[config.mk]
export PLATFORM = sky130hd
export DESIGN_NAME = vec_irq_router
export DESIGN_NICKNAME = d
export VERILOG_FILES = /design/src/rtl/vec_irq_router.sv
export SDC_FILE = /design/constraint.sdc
export NUM_CORES = 1
export LEC_CHECK = 0
export ABC_AREA = 1
export BUFFER_PORTS_ARGS = -buffer_cell sky130_fd_sc_hd__clkbuf_2
export CORE_MARGIN = 5
export CORE_UTILIZATION = 56
export CTS_CLUSTER_DIAMETER = 60
export DETAILED_ROUTE_END_ITERATION = 8
export GPL_ROUTABILITY_DRIVEN = 1
export HOLD_SLACK_MARGIN = 0.12
export PLACE_DENSITY_LB_ADDON = 0.08
export SKIP_CTS_REPAIR_TIMING = 1
export SLEW_MARGIN = 20
export SYNTH_ARGS = -nofsm -noshare
export SYNTH_HDL_FRONTEND = slang
export SYNTH_SLANG_ARGS = --single-unit
[constraint.sdc]
create_clock -name clk -period 2.8 [get_ports clk]
set_input_delay 0.42 -clock clk [delete_from_list [all_inputs] [get_ports clk]]
set_output_delay 0.42 -clock clk [all_outputs]
set_load 0.1 [all_outputs]
[src/rtl/vec_irq_router.sv]
module vec_irq_router #(
  parameter int NUM_VEC   = 6,
  parameter int NUM_LINES = 6,
  parameter int SRV_W     = 16,
  parameter int PRI_W     = 8,
  parameter int SEL_W     = 3
) (
  input  logic                 clk,
  input  logic                 rst_n,
  input  logic [NUM_VEC:0]     irq_in,
  input  logic                 wr_en,
  input  logic [SEL_W-1:0]     wr_idx,
  input  logic [63:0]          wr_data,
  input  logic [SEL_W-1:0]     rd_idx,
  output logic [63:0]          rd_data,
  output logic [SRV_W-3:0]     rd_server,
  output logic [PRI_W-1:0]     rd_prio,
  output logic [NUM_LINES-1:0] line_out,
  output logic [63:0]          mux_stat_word,
  output logic [63:0]          src_stat_word
);
  localparam int NUM_IN  = NUM_VEC + 1;
  localparam int SRV_LO  = 40;
  localparam int PRI_LO  = 32;
  localparam int SEL_LO  = 29;
  localparam int PEND_B  = 24;
  localparam int MUXA_B  = 47;
  localparam int MUXB_B  = 46;
  localparam int SRC_HI  = 32 + NUM_VEC - 2;

  logic [SRV_W-1:0] srv_q [NUM_VEC];
  logic [PRI_W-1:0] pri_q [NUM_VEC];
  logic [SEL_W-1:0] sel_q [NUM_VEC];
  logic [SRV_W-1:0] srv_n [NUM_VEC];
  logic [PRI_W-1:0] pri_n [NUM_VEC];
  logic [SEL_W-1:0] sel_n [NUM_VEC];
  logic [NUM_VEC-1:0]   pend_q, pend_n, act;
  logic [NUM_IN-1:0]    stat_q;
  logic [NUM_LINES-1:0] line_n;

  assign act = {irq_in[NUM_IN-1:2], irq_in[1] | irq_in[0]};

  always_comb begin
    for (int v = 0; v < NUM_VEC; v++) begin
      srv_n[v] = srv_q[v];
      pri_n[v] = pri_q[v];
      sel_n[v] = sel_q[v];
      if (wr_en && wr_idx == SEL_W'(v)) begin
        srv_n[v] = wr_data[SRV_LO +: SRV_W];
        pri_n[v] = wr_data[PRI_LO +: PRI_W];
        sel_n[v] = wr_data[SEL_LO +: SEL_W];
      end
      pend_n[v] = act[v] && (pri_n[v] != '1);
    end
    line_n = '0;
    for (int l = 0; l < NUM_LINES; l++)
      for (int v = 0; v < NUM_VEC; v++)
        if (act[v] && sel_n[v] == SEL_W'(l)) line_n[l] = 1'b1;
  end

  always_ff @(posedge clk) begin
    if (!rst_n) begin
      for (int v = 0; v < NUM_VEC; v++) begin
        srv_q[v] <= '0;
        pri_q[v] <= '1;
        sel_q[v] <= SEL_W'(v);
      end
      pend_q   <= '0;
      stat_q   <= '0;
      line_out <= '0;
    end else begin
      for (int v = 0; v < NUM_VEC; v++) begin
        srv_q[v] <= srv_n[v];
        pri_q[v] <= pri_n[v];
        sel_q[v] <= sel_n[v];
      end
      pend_q   <= pend_n;
      stat_q   <= irq_in;
      line_out <= line_n;
    end
  end

  always_comb begin
    rd_data   = '0;
    rd_server = '0;
    rd_prio   = '0;
    for (int v = 0; v < NUM_VEC; v++)
      if (rd_idx == SEL_W'(v)) begin
        rd_data[SRV_LO +: SRV_W] = srv_q[v];
        rd_data[PRI_LO +: PRI_W] = pri_q[v];
        rd_data[SEL_LO +: SEL_W] = sel_q[v];
        rd_data[PEND_B]          = pend_q[v];
        rd_server = srv_q[v][SRV_W-1:2];
        rd_prio   = pri_q[v];
      end
  end

  always_comb begin
    mux_stat_word         = '0;
    mux_stat_word[MUXA_B] = stat_q[0];
    mux_stat_word[MUXB_B] = stat_q[1];
    src_stat_word         = '0;
    for (int i = 2; i < NUM_IN; i++)
      src_stat_word[SRC_HI - (i - 2)] = stat_q[i];
  end
endmodule

==> run summary, run 1 <==
- 52.1% — remaining max-slew budget at the tightest pin
- input port to flip-flop — type of the tightest min-delay check
- 141 um — height of the die
- 0.00724 ns — post-route clock skew
- dfxtp_1 — commonest register cell after synthesis
- clkbuf_2, inv_1, nor2_1, nand2_2, inv_1, a221oi_1, nand3_2, buf_12 — cell breakdown of the critical path
- inv_1 — cell occurring most often along the worst timing path
- 4.46 mW — total internal power
- 0.442 mV — largest voltage drop on the vdd net
- 19700 um2 — die footprint
- 57.3% — initial core utilization
- 39.5% — Sw Ratio
- 0 — diode count
- a221oi_1 — cell with the biggest individual delay on the critical path
- 47 — cell row count
- 0 — EDFF count, synth
- 1495 — final-stage net count
- 0 ns — Setup TNS
- 398 MHz — timing-limited maximum frequency
- 5.26 nW — standby leakage power
- 7.07 um2 — synthesized area divided by synthesized cell count
- 17.6% — share of post-route cells with drive strength above 1
- 7548 — number of global-route vias before repair
- 300 — number of primary I/O pins
- 640 — count of routing violations after the opening detailed-route iteration
- dfxtp_1, buf_4, nand2_1, o21ai_0, nor2_1 — Synth area leaders
- built — clock tree from TritonCTS
- 32.1% — Clock Power Share
- 0 — Yosys Warn Count
- dfxtp_1 — top cell type by total area after synthesis
- met2 — busiest layer in global routing
- clkbuf_16 — master cell of the clock root buffer
- 0% — Async S/R FF share, synth
- nand2_1, nor2_1, dfxtp_1 — commonest cells after routing, fill and taps aside
- 0 — final setup violating endpoints
- 15.4 um — DR WL/cell
- pri_q[3][0] — startpoint of the lowest-slack register-to-register path
- irq_in[1] — startpoint of the tightest hold check path
- 0 — Slew Viols, Final
- 17 — Inserted Clock Buffers
- 38.0% — area share of the largest cell type after synthesis
- 181 — number of storage elements in the synthesis netlist
- 0 — number of routed nets with antenna violations
- 2.09 ns — critical path arrival
- 0 — final-report hold violation count
- 30.8% — GRT met1 Usage
- 9540 um2 — summed instance area of the synthesized netlist
- 0.903 — last weighted congestion value of the routability-driven placer
- 0 — max-cap violation count
- 89.8% — final clock period utilization by the worst path
- 0.718 ns — Least-Margin Pin Slew
- 66.4% — utilization after layout
- 25.4 mm — detailed-route wire length
- 2 — antenna violations before repair
- 105 — IO Port Bufs
- 668 nW/um2 — power density over the cells
- 0.06 ns — clock-pin slew on the worst setup and hold paths
- 0 — remaining routing DRC violations
- 2.51 ns — min cycle time layout
- 12 — worst-path maximum fanout
- output pin — Worst setup EP type
- input port to output pin — class of the most critical setup path
- 31.1% — combinational fraction of design power
- nand2_1 — commonest non-fill, non-tap cell in the layout
- input port — kind of start point of the critical path
- 0.43 ns — latest clock arrival within the worst-skew pair
- 181 — clock net sink count
- 2.38 ns — required time worst endpoint
- 141 um — width of the die
- 4 — H-tree lvl count
- 2.91 mW — switching pwr
- 0 — GRT Residual Overflow
- 24.7% — global-route usage over all layers
- 18.0 mm — Post-DP HPWL
- rd_idx[1] — Crit. Startpoint
- 4.70% — fraction of met3 tracks used by global routing
- 39.2 mm — global-route wire length before repair
- 0.48 ns — stage delay of the slowest cell on the critical path
- false — setup repair after global routing missed its margin
- 34 — library cells used by synthesis
- 2 — buffer levels on the longest clock path
- 5.00 — average vias per placed instance
- 38.0% — share of synthesized area occupied by flip-flops and latches
- 8233 — total via count after detailed routing
- 1350 — synthesized instance count
- 73 — maximum number of pins on one net before global-route repair
- 36.8% — Flop pwr share
- 42.5% — met2 track utilization from global routing
- 16600 um2 — Floorplan Core Area
- complete, no violations — run status
- 5 — iteration count of the initial detailed-routing pass
- 15.8% — Synth-to-Final Area Change
[flip-flops by register name (all words and copies together), names as in the netlist]
signal and count:
pend_q 6, line_out 6, srv_q 96, stat_q 7, sel_q 18, pri_q 48
[power groups by stage]
stage / Sequential, mW / Clock [mW] / Combinational, mW
floorplan: 2.87 / 0 / 1.94
global placement: 2.77 / 0 / 2.27
finish: 2.72 / 2.37 / 2.29
CTS: 2.72 / 2.40 / 2.29
detailed placement: 2.77 / 0 / 2.28
global route: 2.73 / 2.51 / 2.38
[metrics by stage]
step | std cells | power [mW] | instance area [um2] | hold slack (ns) | setup slack, ns
after floorplan | 1506 | 4.80 | 10400 | 0.425 | -0.428
after global placement | 1616 | 5.04 | 10500 | 0.434 | 0.335
after detailed placement | 1616 | 5.05 | 10500 | 0.438 | 0.304
after CTS | 1646 | 7.40 | 11000 | 0.175 | 0.300
after global routing | 1646 | 7.61 | 11000 | 0.186 | 0.153
final | 1646 | 7.38 | 11000 | 0.182 | 0.286
[per-layer routing]
layer / up-vias / share of wire (%)
met3: 46 / 6.8
met4: 4 / 2.3
met2: 301 / 50
met5: - / 0.12
li1: 4132 / -
met1: 3750 / 41
[cell families after synthesis]
kind of cell           share of synthesized area, %
AND/OR/NAND/NOR                                26.0
flip-flops                                     38.0
buffers and inverters                          21.2
other                                        0.0393
AO/OA/AOI/OAI                                  14.8
[final cells by class]
cell class / instances / area [um2]
Timing Repair Buffer: 134 / 1510
Clock inverter: 7 / 98.8
Multi-Input combinational cell: 985 / 4700
Tap cell: 220 / 275
Fill cell: 1483 / 5590
Clock buffer: 23 / 478
Sequential cell: 181 / 3620
Inverter: 96 / 363
[worst paths after layout]
path                                     end  slack [ns]  cells after the start
worst max register to register     pend_q[3]        1.66                      5
worst max-delay path             rd_data[32]        0.29                      8
worst min-delay path               stat_q[1]        0.18                      3
worst min register to register  srv_q[1][13]        0.44                      2
[cells in the mapped netlist (2+ instances only)]
| master | instances |
|---|---|
| nand2_2 | 6 |
| nor2_8 | 2 |
| buf_2 | 13 |
| or2_2 | 41 |
| nor2_2 | 4 |
| o21ai_0 | 167 |
| o2111ai_1 | 18 |
| buf_4 | 181 |
| nand4_1 | 15 |
| nand2_4 | 4 |
| buf_1 | 3 |
| buf_6 | 5 |
| o21ai_1 | 2 |
| nand2_1 | 235 |
| a21oi_1 | 64 |
| nand3_1 | 56 |
| inv_1 | 92 |
| nor2_1 | 194 |
| nor3_2 | 3 |
| nor3_1 | 2 |
| a221oi_1 | 7 |
| o22ai_1 | 3 |
| clkbuf_1 | 40 |
| dfxtp_1 | 181 |
| inv_2 | 3 |
[critical path, delay by kind of cell]
family	cells	cell delay, ns
buffers and inverters	4	0.74
AO/OA/AOI/OAI	1	0.48
AND/OR/NAND/NOR	3	0.44
Note: power is estimated with default switching activity, not from simulation.
==> inputs of run 2 (changes only) <==
--- a/config.mk
+++ b/config.mk
@@ -10,5 +10,4 @@
 export CORE_MARGIN = 5
 export CORE_UTILIZATION = 56
-export CTS_CLUSTER_DIAMETER = 60
 export DETAILED_ROUTE_END_ITERATION = 8
 export GPL_ROUTABILITY_DRIVEN = 1
==> constraint.sdc (replaced) <==
create_clock -name clk -period 2.8 [get_ports clk]
set_input_delay 0.56 -clock clk [delete_from_list [all_inputs] [get_ports clk]]
set_output_delay 0.56 -clock clk [all_outputs]
set_load 0.1 [all_outputs]
==> run 2 against run 1 <==
Compared with the run above: sequential cell count unchanged; clock power decreased by 3%; combinational power about the same; register-to-register slack better by 0.02 ns; global-route usage decreased by 0.11 points; cell area up 1.2%; final cell count fell by 0.30%; utilization up 0.79 points; sequential share of layout area shrank 0.39 points; die area unchanged; maximum frequency decreased by 5.9%; critical path type unchanged; critical endpoint is now rd_prio[6]; largest power group unchanged.
==> run summary, run 2 (synthesis gave the netlist of run 1 again) <==
- complete, no violations — run status
- 2.67 ns — min cycle time layout, +0.158 ns
- 141 um — height of the die, unchanged
- 4.99 — average vias per placed instance, -0.32%
- 24.7 mm — detailed-route wire length, -2.6%
- 105 — IO Port Bufs, unchanged
- 15.1 um — DR WL/cell, -2.3%
- 7627 — number of global-route vias before repair, +1.0%
- 24.6% — global-route usage over all layers, -0.11 points
- nand2_1 — commonest non-fill, non-tap cell in the layout
- 2.24 ns — required time worst endpoint, -0.14 ns
- 8182 — total via count after detailed routing, -0.62%
- built — clock tree from TritonCTS
- 0 — antenna violations before repair, -2
- output pin — Worst setup EP type
- 57.3% — initial core utilization, unchanged
- 47 — cell row count, unchanged
- 2.11 ns — critical path arrival, +0.02 ns
- srv_q (96), pri_q (48), sel_q (18) — biggest registers after layout
- 17 — Inserted Clock Buffers, unchanged
- 0 ns — Setup TNS, unchanged
- 0 — diode count, unchanged
- 10600 um2 — area post-placement, +1.4%
- 17.7% — share of post-route cells with drive strength above 1, +0.13 points
- 17.2 mm — Post-DP HPWL, -4.3%
- 61.0% — remaining max-slew budget at the tightest pin, +8.9 points
- 5.27 nW — standby leakage power, +0.36%
- 96 — flip-flop count of the largest register after layout, unchanged
- 95.4% — final clock period utilization by the worst path, +5.7 points
- 0 — max-cap violation count, unchanged
- 575 — count of routing violations after the opening detailed-route iteration, -10%
- 17 — worst-path maximum fanout, +5
- nand2_1, nor2_1, dfxtp_1 — commonest cells after routing, fill and taps aside
- 0.43 ns — latest clock arrival within the worst-skew pair, about the same
- 0 — final setup violating endpoints, unchanged
- 0 — final-report hold violation count, unchanged
- 0 — Slew Viols, Final, unchanged
- 116 — maximum number of pins on one net before global-route repair, +59%
- 11200 um2 — final design area excluding fillers, +1.2%
- 17.2% — Synth-to-Final Area Change
- 2 — buffer levels on the longest clock path, unchanged
- 654 nW/um2 — power density over the cells, -2.0%
- false — setup repair after global routing missed its margin
- 0 — remaining routing DRC violations, unchanged
- 300 — number of primary I/O pins, unchanged
- 0.00543 ns — post-route clock skew, -0.00181 ns
- input port to output pin — class of the most critical setup path
- 0.06 ns — clock-pin slew on the worst setup and hold paths, about the same
- 0 — GRT Residual Overflow, unchanged
- 19700 um2 — die footprint, unchanged
- 16600 um2 — Floorplan Core Area, unchanged
- clkbuf_16 — master cell of the clock root buffer
- 0.499 mV — largest voltage drop on the vdd net, +13%
- 374 MHz — timing-limited maximum frequency, -5.9%
- 0.904 — last weighted congestion value of the routability-driven placer, +0.16%
- 181 — clock net sink count, unchanged
- 39.5 mm — global-route wire length before repair, +0.74%
- 5 — iteration count of the initial detailed-routing pass, unchanged
- 1489 — final-stage net count, -0.40%
- 141 um — width of the die, unchanged
- srv_q — register name with the most flops
- input port to flip-flop — type of the tightest min-delay check
- 0.585 ns — Least-Margin Pin Slew, -0.133 ns
- input port — kind of start point of the critical path
- 0 — number of routed nets with antenna violations, unchanged
- 4 — H-tree lvl count, unchanged
[run 2: metrics by stage]
stage | cells | hold slack, ns | total power, mW | utilization, % | setup slack [ns]
after floorplan | 1506 | 0.425 | 4.82 | - | -0.460
final | 1641 | 0.331 | 7.31 | 67.2 | 0.128
after global routing | 1641 | 0.345 | 7.56 | 67.2 | 0.00230
after CTS | 1641 | 0.313 | 7.34 | 67.2 | 0.104
after detailed placement | 1610 | 0.439 | 5.07 | 63.8 | 0.107
after global placement | 1610 | 0.434 | 5.06 | 63.8 | 0.160
[run 2: routing by layer]
| metal | global-route usage, % | share of wire (%) | routed length (um) |
|---|---|---|---|
| met1 | 30.7 | 41 | 10200 |
| met2 | 44.1 | 52 | 12800 |
| met3 | 3.78 | 5.4 | 1330 |
| met4 | 6.37 | 1.5 | 376 |
| met5 | 0 | 0 | 0 |
[run 2: cell type report]
cell class | count | area, um2
Tap cell | 220 | 275
Timing Repair Buffer | 128 | 1550
Multi-Input combinational cell | 985 | 4810
Sequential cell | 181 | 3620
Inverter | 96 | 363
Clock inverter | 12 | 106
Fill cell | 1482 | 5460
Clock buffer | 19 | 453
[run 2: power breakdown]
group,internal [mW],switching [mW],total [mW]
clock,1.27,1.02,2.29
sequential,2.68,0.0410,2.72
combinational,0.423,1.89,2.31
total,4.37,2.95,7.31
[run 2: final timing paths]
kind | start | slack (ns) | depth (start not counted) | end
max | rd_idx[2] | 0.13 | 7 | rd_prio[6]
min | irq_in[1] | 0.33 | 3 | stat_q[1]
max reg2reg | sel_q[0][1] | 1.68 | 8 | line_out[2]
min reg2reg | srv_q[1][6] | 0.45 | 2 | srv_q[1][6]
[run 2: worst max-delay path, cell delays in order]
cell	delay, ns
clkbuf_2	0.09
inv_1	0.07
nand3_2	0.32
o21ai_0	0.20
a221oi_1	0.46
nand3_4	0.18
buf_12	0.21
